**config.mk**
```make
export PLATFORM = sky130hd
export DESIGN_NAME = shared_prescale_timer
export DESIGN_NICKNAME = d
export VERILOG_FILES = /design/src/rtl/sdt_pkg.sv /design/src/rtl/sdt_cycle_tick.sv /design/src/rtl/sdt_edge_sync.sv /design/src/rtl/sdt_divider.sv /design/src/rtl/sdt_timer.sv /design/src/rtl/shared_prescale_timer.sv
export SDC_FILE = /design/constraint.sdc
export NUM_CORES = 1
export LEC_CHECK = 0
export ABC_AREA = 1
export CAP_MARGIN = 40
export CORE_UTILIZATION = 30
export CTS_BUF_LIST = sky130_fd_sc_hd__clkbuf_4
export DETAILED_ROUTE_END_ITERATION = 7
export DONT_BUFFER_PORTS = 1
export HOLD_SLACK_MARGIN = 0.1
export PLACE_DENSITY = 0.47
export SKIP_LAST_GASP = 1
export SLEW_MARGIN = 20
export SYNTH_ARGS = -nofsm -noshare
export SYNTH_HDL_FRONTEND = slang
export SYNTH_SLANG_ARGS = --single-unit
```
**constraint.sdc**
```tcl
create_clock -name clk -period 5.3 [get_ports clk]
set_input_delay 0.265 -clock clk [delete_from_list [all_inputs] [get_ports clk]]
set_output_delay 0.265 -clock clk [all_outputs]
set_load 0.1 [all_outputs]
```
**src/rtl/sdt_pkg.sv**
```systemverilog
package sdt_pkg;
  localparam int unsigned OPT_W  = 8;
  localparam int unsigned RATE_W = 3;

  // Option byte layout; bit 3 position is fixed, the rest chosen for this block
  typedef struct packed {
    logic              edge_fall;   // [7] 1: count falling pin edges
    logic              src_ext;     // [6] 1: external pin, 0: instruction tick
    logic [1:0]        spare;       // [5:4] stored, no effect
    logic              div_to_wdt;  // [3] 1: divider behind watchdog
    logic [RATE_W-1:0] rate;        // [2:0] ratio exponent
  } sdt_opt_t;
endpackage

```
**src/rtl/sdt_cycle_tick.sv**
```systemverilog
module sdt_cycle_tick #(
  parameter int unsigned DIV = 4
) (
  input  logic clk,
  input  logic rst_n,
  output logic tick
);
  localparam int unsigned CW = (DIV > 1) ? $clog2(DIV) : 1;
  localparam logic [CW-1:0] LAST = CW'(DIV - 1);

  logic [CW-1:0] cnt_q, cnt_d;

  assign tick = (cnt_q == LAST);

  always_comb begin
    cnt_d = tick ? '0 : cnt_q + 1'b1;
  end

  always_ff @(posedge clk or negedge rst_n) begin
    if (!rst_n) cnt_q <= '0;
    else        cnt_q <= cnt_d;
  end


  cyc_gap_chk: assert property (@(posedge clk) disable iff (!rst_n)
    tick |=> !tick || (DIV == 1));
endmodule

```
**src/rtl/sdt_edge_sync.sv**
```systemverilog
module sdt_edge_sync #(
  parameter int unsigned STAGES = 2
) (
  input  logic clk,
  input  logic rst_n,
  input  logic pin,
  output logic rise,
  output logic fall
);
  logic [STAGES:0] sh_q, sh_d;

  always_comb begin
    sh_d = {sh_q[STAGES-1:0], pin};
  end

  always_ff @(posedge clk or negedge rst_n) begin
    if (!rst_n) sh_q <= '0;
    else        sh_q <= sh_d;
  end

  assign rise =  sh_q[STAGES-1] & ~sh_q[STAGES];
  assign fall = ~sh_q[STAGES-1] &  sh_q[STAGES];


  rise_src_chk: assert property (@(posedge clk) disable iff (!rst_n)
    rise |-> $past(pin, STAGES));

  fall_src_chk: assert property (@(posedge clk) disable iff (!rst_n)
    fall |-> !$past(pin, STAGES));
endmodule

```
**src/rtl/sdt_divider.sv**
```systemverilog
module sdt_divider #(
  parameter int unsigned RATE_W = 3
) (
  input  logic              clk,
  input  logic              rst_n,
  input  logic              clr,
  input  logic              in_evt,
  input  logic [RATE_W:0]   shift,
  output logic              pulse
);
  localparam int unsigned DW = 1 << RATE_W;

  logic [DW-1:0] cnt_q, cnt_d;
  logic [DW:0]   lim_w;
  logic [DW-1:0] lim;

  always_comb begin
    lim_w = ({{DW{1'b0}}, 1'b1} << shift) - 1'b1;
    lim   = lim_w[DW-1:0];
  end

  assign pulse = in_evt && !clr && (cnt_q == lim);

  always_comb begin
    cnt_d = cnt_q;
    if (clr)          cnt_d = '0;
    else if (in_evt)  cnt_d = (cnt_q == lim) ? '0 : cnt_q + 1'b1;
  end

  always_ff @(posedge clk or negedge rst_n) begin
    if (!rst_n) cnt_q <= '0;
    else        cnt_q <= cnt_d;
  end


  div_clr_chk: assert property (@(posedge clk) disable iff (!rst_n)
    clr |=> cnt_q == '0);

  div_hold_chk: assert property (@(posedge clk) disable iff (!rst_n)
    (!clr && !in_evt) |=> $stable(cnt_q));
endmodule

```
**src/rtl/sdt_timer.sv**
```systemverilog
module sdt_timer #(
  parameter int unsigned W = 8
) (
  input  logic         clk,
  input  logic         rst_n,
  input  logic         inc,
  input  logic         we,
  input  logic [W-1:0] wdata,
  input  logic         ovf_clr,
  output logic [W-1:0] cnt,
  output logic         ovf
);
  logic [W-1:0] cnt_d;
  logic         ovf_d;
  logic         wrap;

  assign wrap = inc && !we && (cnt == {W{1'b1}});

  always_comb begin
    cnt_d = cnt;
    if (we)       cnt_d = wdata;
    else if (inc) cnt_d = cnt + 1'b1;
    ovf_d = ovf;
    if (wrap)         ovf_d = 1'b1;
    else if (ovf_clr) ovf_d = 1'b0;
  end

  always_ff @(posedge clk or negedge rst_n) begin
    if (!rst_n) begin
      cnt <= '0;
      ovf <= 1'b0;
    end else begin
      cnt <= cnt_d;
      ovf <= ovf_d;
    end
  end


  tmr_load_chk: assert property (@(posedge clk) disable iff (!rst_n)
    we |=> cnt == $past(wdata));

  ovf_set_chk: assert property (@(posedge clk) disable iff (!rst_n)
    (inc && !we && cnt == {W{1'b1}}) |=> (ovf && cnt == '0));

  ovf_keep_chk: assert property (@(posedge clk) disable iff (!rst_n)
    (ovf && !ovf_clr) |=> ovf);
endmodule

```
**src/rtl/shared_prescale_timer.sv**
```systemverilog
module shared_prescale_timer #(
  parameter int unsigned CYC_DIV     = 4,
  parameter int unsigned SYNC_STAGES = 2
) (
  input  logic       clk,
  input  logic       rst_n,
  input  logic       opt_we,
  input  logic [7:0] opt_wdata,
  output logic [7:0] opt_q,
  input  logic       tmr_we,
  input  logic [7:0] tmr_wdata,
  output logic [7:0] tmr_q,
  input  logic       ovf_clr,
  output logic       ovf_flag,
  input  logic       ext_clk_in,
  input  logic       wdt_tick,
  input  logic       wdt_clr,
  output logic       wdt_timeout
);
  import sdt_pkg::*;

  sdt_opt_t opt_r, opt_d, opt_new;
  logic     cyc_tick, pin_rise, pin_fall;
  logic     tmr_evt, div_in, div_pulse, div_clr, tmr_inc, assign_chg;
  logic     to_d;
  logic [RATE_W:0] shift;

  assign opt_new = sdt_opt_t'(opt_wdata);

  always_comb begin
    opt_d = opt_we ? opt_new : opt_r;
  end

  always_ff @(posedge clk or negedge rst_n) begin
    if (!rst_n) opt_r <= sdt_opt_t'({OPT_W{1'b1}});
    else        opt_r <= opt_d;
  end

  assign opt_q = opt_r;

  sdt_cycle_tick #(.DIV(CYC_DIV)) u_cyc (
    .clk(clk), .rst_n(rst_n), .tick(cyc_tick));

  sdt_edge_sync #(.STAGES(SYNC_STAGES)) u_sync (
    .clk(clk), .rst_n(rst_n), .pin(ext_clk_in),
    .rise(pin_rise), .fall(pin_fall));

  always_comb begin
    if (opt_r.src_ext) tmr_evt = opt_r.edge_fall ? pin_fall : pin_rise;
    else               tmr_evt = cyc_tick;
    assign_chg = opt_we && (opt_new.div_to_wdt != opt_r.div_to_wdt);
    div_clr    = tmr_we || assign_chg || (wdt_clr && opt_r.div_to_wdt);
    div_in     = opt_r.div_to_wdt ? wdt_tick : tmr_evt;
    shift      = opt_r.div_to_wdt ? {1'b0, opt_r.rate}
                                  : {1'b0, opt_r.rate} + 1'b1;
    tmr_inc    = opt_r.div_to_wdt ? tmr_evt : div_pulse;
    to_d       = opt_r.div_to_wdt ? div_pulse : wdt_tick;
  end

  sdt_divider #(.RATE_W(RATE_W)) u_div (
    .clk(clk), .rst_n(rst_n), .clr(div_clr), .in_evt(div_in),
    .shift(shift), .pulse(div_pulse));

  sdt_timer #(.W(8)) u_tmr (
    .clk(clk), .rst_n(rst_n), .inc(tmr_inc), .we(tmr_we),
    .wdata(tmr_wdata), .ovf_clr(ovf_clr), .cnt(tmr_q), .ovf(ovf_flag));

  always_ff @(posedge clk or negedge rst_n) begin
    if (!rst_n) wdt_timeout <= 1'b0;
    else        wdt_timeout <= to_d;
  end


  wdt_cause_chk: assert property (@(posedge clk) disable iff (!rst_n)
    wdt_timeout |-> $past(wdt_tick));

  wdt_direct_chk: assert property (@(posedge clk) disable iff (!rst_n)
    (!opt_r.div_to_wdt && wdt_tick) |=> wdt_timeout);

  tmr_direct_chk: assert property (@(posedge clk) disable iff (!rst_n)
    (opt_r.div_to_wdt && !opt_r.src_ext && cyc_tick && !tmr_we)
      |=> tmr_q == $past(tmr_q) + 8'd1);
endmodule

```
### Word-level counts from Yosys, hierarchy flattened

Index checks and enable logic that the tools add are counted.

* add/subtract/negate cells: 5
* $mul: 0
* div/mod/pow operators: 0
* $lt $le $gt $ge: 0
* equal/unequal tests: 4
* shifts and indexed selects: 1
* mux-type cells: 14
* bitwise gates (word level): 4
* reduce and logical (&&, ||, !) cells: 13

Operator list (count)
* 8-bit 2-to-1 mux: 5
* 8-bit by 1-bit adder with 8-bit output (second input constant): 2
* 8-bit equality test: 1
* 8-bit equality test (second input constant): 1
* 1-bit by 4-bit left shift with 8-bit output (first input constant): 1
* 8-bit by 1-bit subtractor with 8-bit output (second input constant): 1
* 1-bit 2-to-1 mux: 7
* 1-bit logical AND: 6
* 2-bit nonzero test: 3
* 3-bit by 1-bit adder with 4-bit output (second input constant): 1
* 4-bit 2-to-1 mux: 1
* 2-bit by 1-bit adder with 2-bit output (second input constant): 1
* 1-bit bitwise AND: 2
* 2-bit equality test (second input constant): 1
* 1-bit logical NOT: 2
* 1-bit logical OR: 2
* 2-bit 2-to-1 mux: 1
* 1-bit inverter: 2
* 1-bit inequality test: 1

* bits in registers: 31
* bits in latches: 0
* RAM bits: 0
* ROM bits: 0
* input port bits: 24
* output and inout bits: 18
* logic and storage cells: 52
* memories kept: 0

### Logic depth before layout (Yosys ltp)

* depth in word-level cells: 11
* depth in mapped cells: 19
* gate-level depth less buffers: 18

### Modules after synthesis

Synthesis repeated with hierarchy kept, for this count alone.

* cells, all modules: 272
* area, all modules: 1960.6 µm²

By module, submodules not included
* sdt_divider: times used 1, cells an instance 130, area each 735.7 µm², seq. area each 200.2 µm²
* sdt_timer: times used 1, cells an instance 69, area each 551.8 µm², seq. area each 225.2 µm²
* shared_prescale_timer: times used 1, cells an instance 62, area each 516.7 µm², seq. area each 235.2 µm²
* sdt_edge_sync: times used 1, cells an instance 7, area each 90.1 µm², seq. area each 75.1 µm²
* sdt_cycle_tick: times used 1, cells an instance 4, area each 66.3 µm², seq. area each 50.0 µm²

### Worst setup path before layout

OpenSTA, ideal clock, no wires.

* path kind: register -> register
* start: register opt_r (netlist bit opt_q[1])
* end: register u_tmr.cnt[0]
* library setup time: 0.070 ns
* arrival: 2.921 ns
* data required time: 5.230 ns
* setup slack: 2.309 ns
* cell stages (with the launch flop): 19
* buffers on the path: 0
* period minus slack after synthesis: 2.991 ns
* cells stage by stage: dfstp_2 -> ha_1 -> nand2_4 -> nand2_4 -> nand2_4 -> nor2_8 -> nand3_1 -> ha_1 -> xor2_1 -> nand2_1 -> nor2_1 -> nand2_1 -> nor2_1 -> nand2_1 -> nor2_4 -> nand4_4 -> nand3_4 -> nand2_1 -> nand2_1

* cells in the longest elaborated chain, start to end: 8

RTL lines
* start: declaration: RTL line shared_prescale_timer.sv:22 `sdt_opt_t opt_r, opt_d, opt_new;`
* start signal: assignment: RTL line shared_prescale_timer.sv:35 `if (!rst_n) opt_r <= sdt_opt_t'({OPT_W{1'b1}});`
* start signal: assignment: RTL line shared_prescale_timer.sv:36 `else opt_r <= opt_d;`
* 3-bit by 1-bit adder with 4-bit output: RTL line shared_prescale_timer.sv:55 `: {1'b0, opt_r.rate} + 1'b1;`
* 4-bit 2-to-1 mux (*): RTL line shared_prescale_timer.sv:54 `shift = opt_r.div_to_wdt ? {1'b0, opt_r.rate}`
* 1-bit by 4-bit left shift with 8-bit output (*): RTL line sdt_divider.sv:18 `lim_w = ({{DW{1'b0}}, 1'b1} << shift) - 1'b1;`
* 8-bit by 1-bit subtractor with 8-bit output (*): RTL line sdt_divider.sv:18
* 8-bit equality test (*): RTL line sdt_divider.sv:22 `assign pulse = in_evt && !clr && (cnt_q == lim);`
* 1-bit logical AND (*): RTL line sdt_divider.sv:22
* 1-bit 2-to-1 mux (*): RTL line shared_prescale_timer.sv:56 `tmr_inc = opt_r.div_to_wdt ? tmr_evt : div_pulse;`
* 2-bit nonzero test (no line) (*)
* end signal: assignment: RTL line sdt_timer.sv:33 `cnt <= cnt_d;`
* end: declaration: RTL line sdt_timer.sv:10 `output logic [W-1:0] cnt,`

Every way passes the cells marked *; elsewhere a longest branch is shown, timed or not.
A chain may end at the register's enable or synchronous reset.

### Worst setup path in the final report

* start: register opt_r (netlist bit opt_q[1])
* end: register u_tmr.cnt[6]

The elaborated chain is that of the path after synthesis.

==> run metrics <==
final setup TNS 0 ns; nets roughly 330; crit-path max FO 10; Yosys top cell area share 0.280; io pins between 40 and 50; CTS tree yes; Syn. warnings 0; Leak 0.00122 uW; Critical Path RT about 5.6 ns; Crit. Startpoint opt_q[1]$_DFFE_PN1P_; Primary FF master, synth dfrtp_1; Core Region about 6500 sq um; Hold Path Depth 3; Largest stage delay, worst path a little over 0.9 ns; outcome completed; Initial DRC Count 86; cell taking the most area after synthesis dfrtp_1; layout cell share with drive strength beyond 1 0.178; via count 1837; vias in the first global route 1866; grt total ovfl 0; DR pass1 iterations 4; final worst path period need approximately 3.3 ns; GP Congestion 0.802; Avg Synthesized Cell Area a little under 8 sq um; Setup Crit Path Kind reg2reg; most frequent cells after synthesis 78 x nand2_1, 24 x nand3_1, 23 x dfrtp_1; largest net degree at the start of global routing 32; synth top area cells dfrtp_1 28%, nand2_1 14%, dfstp_2 10%; Layout area overhead 26.7%; Wirelength per Cell 13.1 um; actual slew at the worst max-slew pin 0.873 ns; grt met3 use 0.0305; R2R depth 18; IO buf count 0; Post-synth EDFFs 0; fin crit share 0.625; startpoint types flop; worst ir drop on vdd between 0.15 and 0.2 mV; count leader, synth nand2_1; HPWL after DPL around 3.7 mm; PwrDens about 310 nW/um^2; Clock Path Buffers 2; Die ar. just over 7000 sq um; syn_nets approximately 290; Setup crit end kind flop; Seq/Total Area, Yosys 0.383; Syn Inst Count around 260; Post-CTS Setup Bufs 0; DIE WIDTH 84.7 um; critical path arrival about 3.6 ns; post-route ant nets 0; CP most frequent cell nand2_1; clk_skew between 0.002 and 0.003 ns; fmax between 0.3 and 0.4 GHz; Seq cells post-synth 31; Fin. Hold Viols 0; GRT busiest layer met2; Critical R2R Capture u_tmr.cnt[6]$_DFFE_PN0P_; R2R setup slack slightly below 2 ns; crit path capture u_tmr.cnt[6]$_DFFE_PN0P_; FP Rows 29; Max H-tree Level 2; initial antenna violation count 0; met2 usage 0.253; Routed WL roughly 4.9 mm; chip height roughly 85 um; crit-path cells ha_1, nand2_4, nand2_4, nand2_4, nor2_8, nand3_1, ha_1, xor2_1, nand2_1, nor2_1, nand2_1, nor2_1, nand2_1, nor2_4, nand4_4, nand3_4, nand2_1, nand2_1; Hold Worst Slack 0.128 ns; Initial Utilization 0.316; latest clock arrival within the worst-skew pair ~0.33 ns; Final Setup Violations 0; Finished Core Util 0.401; Syn Std Cell Area just over 2000 sq um; clock buffer count from CTS 5; ys async rst share 1.00; GR met1 Demand/Resource 0.203; worst reg2reg startpoint opt_q[1]$_DFFE_PN1P_; Yosys cell types 29; max-slew violations 0; CP max stage cell dfstp_2; clk root buf clkbuf_4; Clock Sinks 31; ant diodes 0; total track usage 0.153; RSZ-0062 raised after global routing false; max_cap viols 0; number of remaining DRC errors 0; via density per instance ~5; first-pass GRT wire length ~9 mm; Slew HR 0.418; Worst Hold Class in2reg; total power draw around 810 uW; CTS clock-pin slew for the worst setup and hold paths roughly 0.10 ns
[kinds of logic (layout without fill, tap and decap cells)]
family | count (synthesis) | after routing | synth area share
buf+inv | 30 | 64 | 0.0658
simple gates | 159 | 159 | 0.395
xor+xnor | 12 | 12 | 0.0512
compound gates | 24 | 24 | 0.0585
fa+ha+maj | 5 | 5 | 0.0305
mux | 3 | 3 | 0.0165
flops | 31 | 31 | 0.383
[layer usage]
metal  vias up  routed length [um]
met5         -                   0
met4         0                  59
met3         6                 144
met2        36                2290
met1       857                2420
li1        938                   -
[sequential cells by signal, summed over array words and instances, names as in the netlist]
signal and flops:
u_tmr.ovf 1, u_tmr.cnt 8, opt_q 8, u_div.cnt_q 8
u_sync.sh_q 3, u_cyc.cnt_q 2, wdt_timeout 1
[what timing repair did]
action | 4_1_cts | 5_1_grt
hold buffers | 14 | 0
gates resized for setup | 0 | 0
setup endpoints to repair | 0 | 0
hold endpoints to repair | 42 | 0
[final cells by class]
class                   count  area (sq um)
fillers                   671          3890
multi-input cells         203          1130
flip-flops and latches     31           786
repair buffers             32           432
inverters                  24          97.6
well taps                  77          96.3
clock buffers               6          45.0
clock inverters             2          12.5
[how the worst min path moves through the flow]
stage                       from                  endpoint  slack (ns)
after detailed placement   rst_n  u_sync.sh_q[0]$_DFF_PN0_       -0.03
after floorplan            rst_n  u_cyc.cnt_q[0]$_DFF_PN0_       -0.03
final                     tmr_we  u_tmr.cnt[0]$_DFFE_PN0P_        0.13
after global placement     rst_n  u_sync.sh_q[0]$_DFF_PN0_       -0.03
after CTS                 tmr_we  u_tmr.cnt[0]$_DFFE_PN0P_        0.11
after global routing      tmr_we  u_tmr.cnt[0]$_DFFE_PN0P_        0.11
[through the flow]
stage               cell area [sq um]  std cells  setup slack, ns
floorplan                        2050        264             2.31
global placement                 2110        335             1.99
detailed placement               2390        353             2.02
CTS                              2600        375             1.99
global route                     2600        375             1.77
finish                           2600        375             1.99
[cells in the final DEF, fill, tap and decap left out, drive strengths merged]
| cell type | n |
|---|---|
| nand2 | 87 |
| dfrtp | 23 |
| clkinv | 2 |
| ha | 5 |
| buf | 19 |
| inv | 23 |
| nand4 | 20 |
| mux2 | 3 |
| nor2 | 21 |
| xor2 | 9 |
| a21oi | 2 |
| clkbuf | 6 |
| clkinvlp | 1 |
| dlygate4sd3 | 13 |
| nand3 | 28 |
| or2 | 1 |
| dfstp | 8 |
| nor3b | 2 |
| xnor2 | 3 |
| o21ai | 22 |
[critical path, delay by kind of cell (launching register included)]
| family | cells | cell delay [ns] |
|---|---|---|
| XOR/XNOR | 1 | 0.22 |
| flip-flops | 1 | 0.91 |
| adder cells (fa/ha/maj) | 2 | 0.63 |
| AND/OR/NAND/NOR | 15 | 1.50 |
[where the power goes]
part | total, uW | internal (uW) | switching (uW)
logic | 316 | 124 | 192
registers | 348 | 262 | 86.0
clock network | 144 | 56.3 | 87.9
total | 808 | 442 | 366
(Power assumes the default switching activity.)
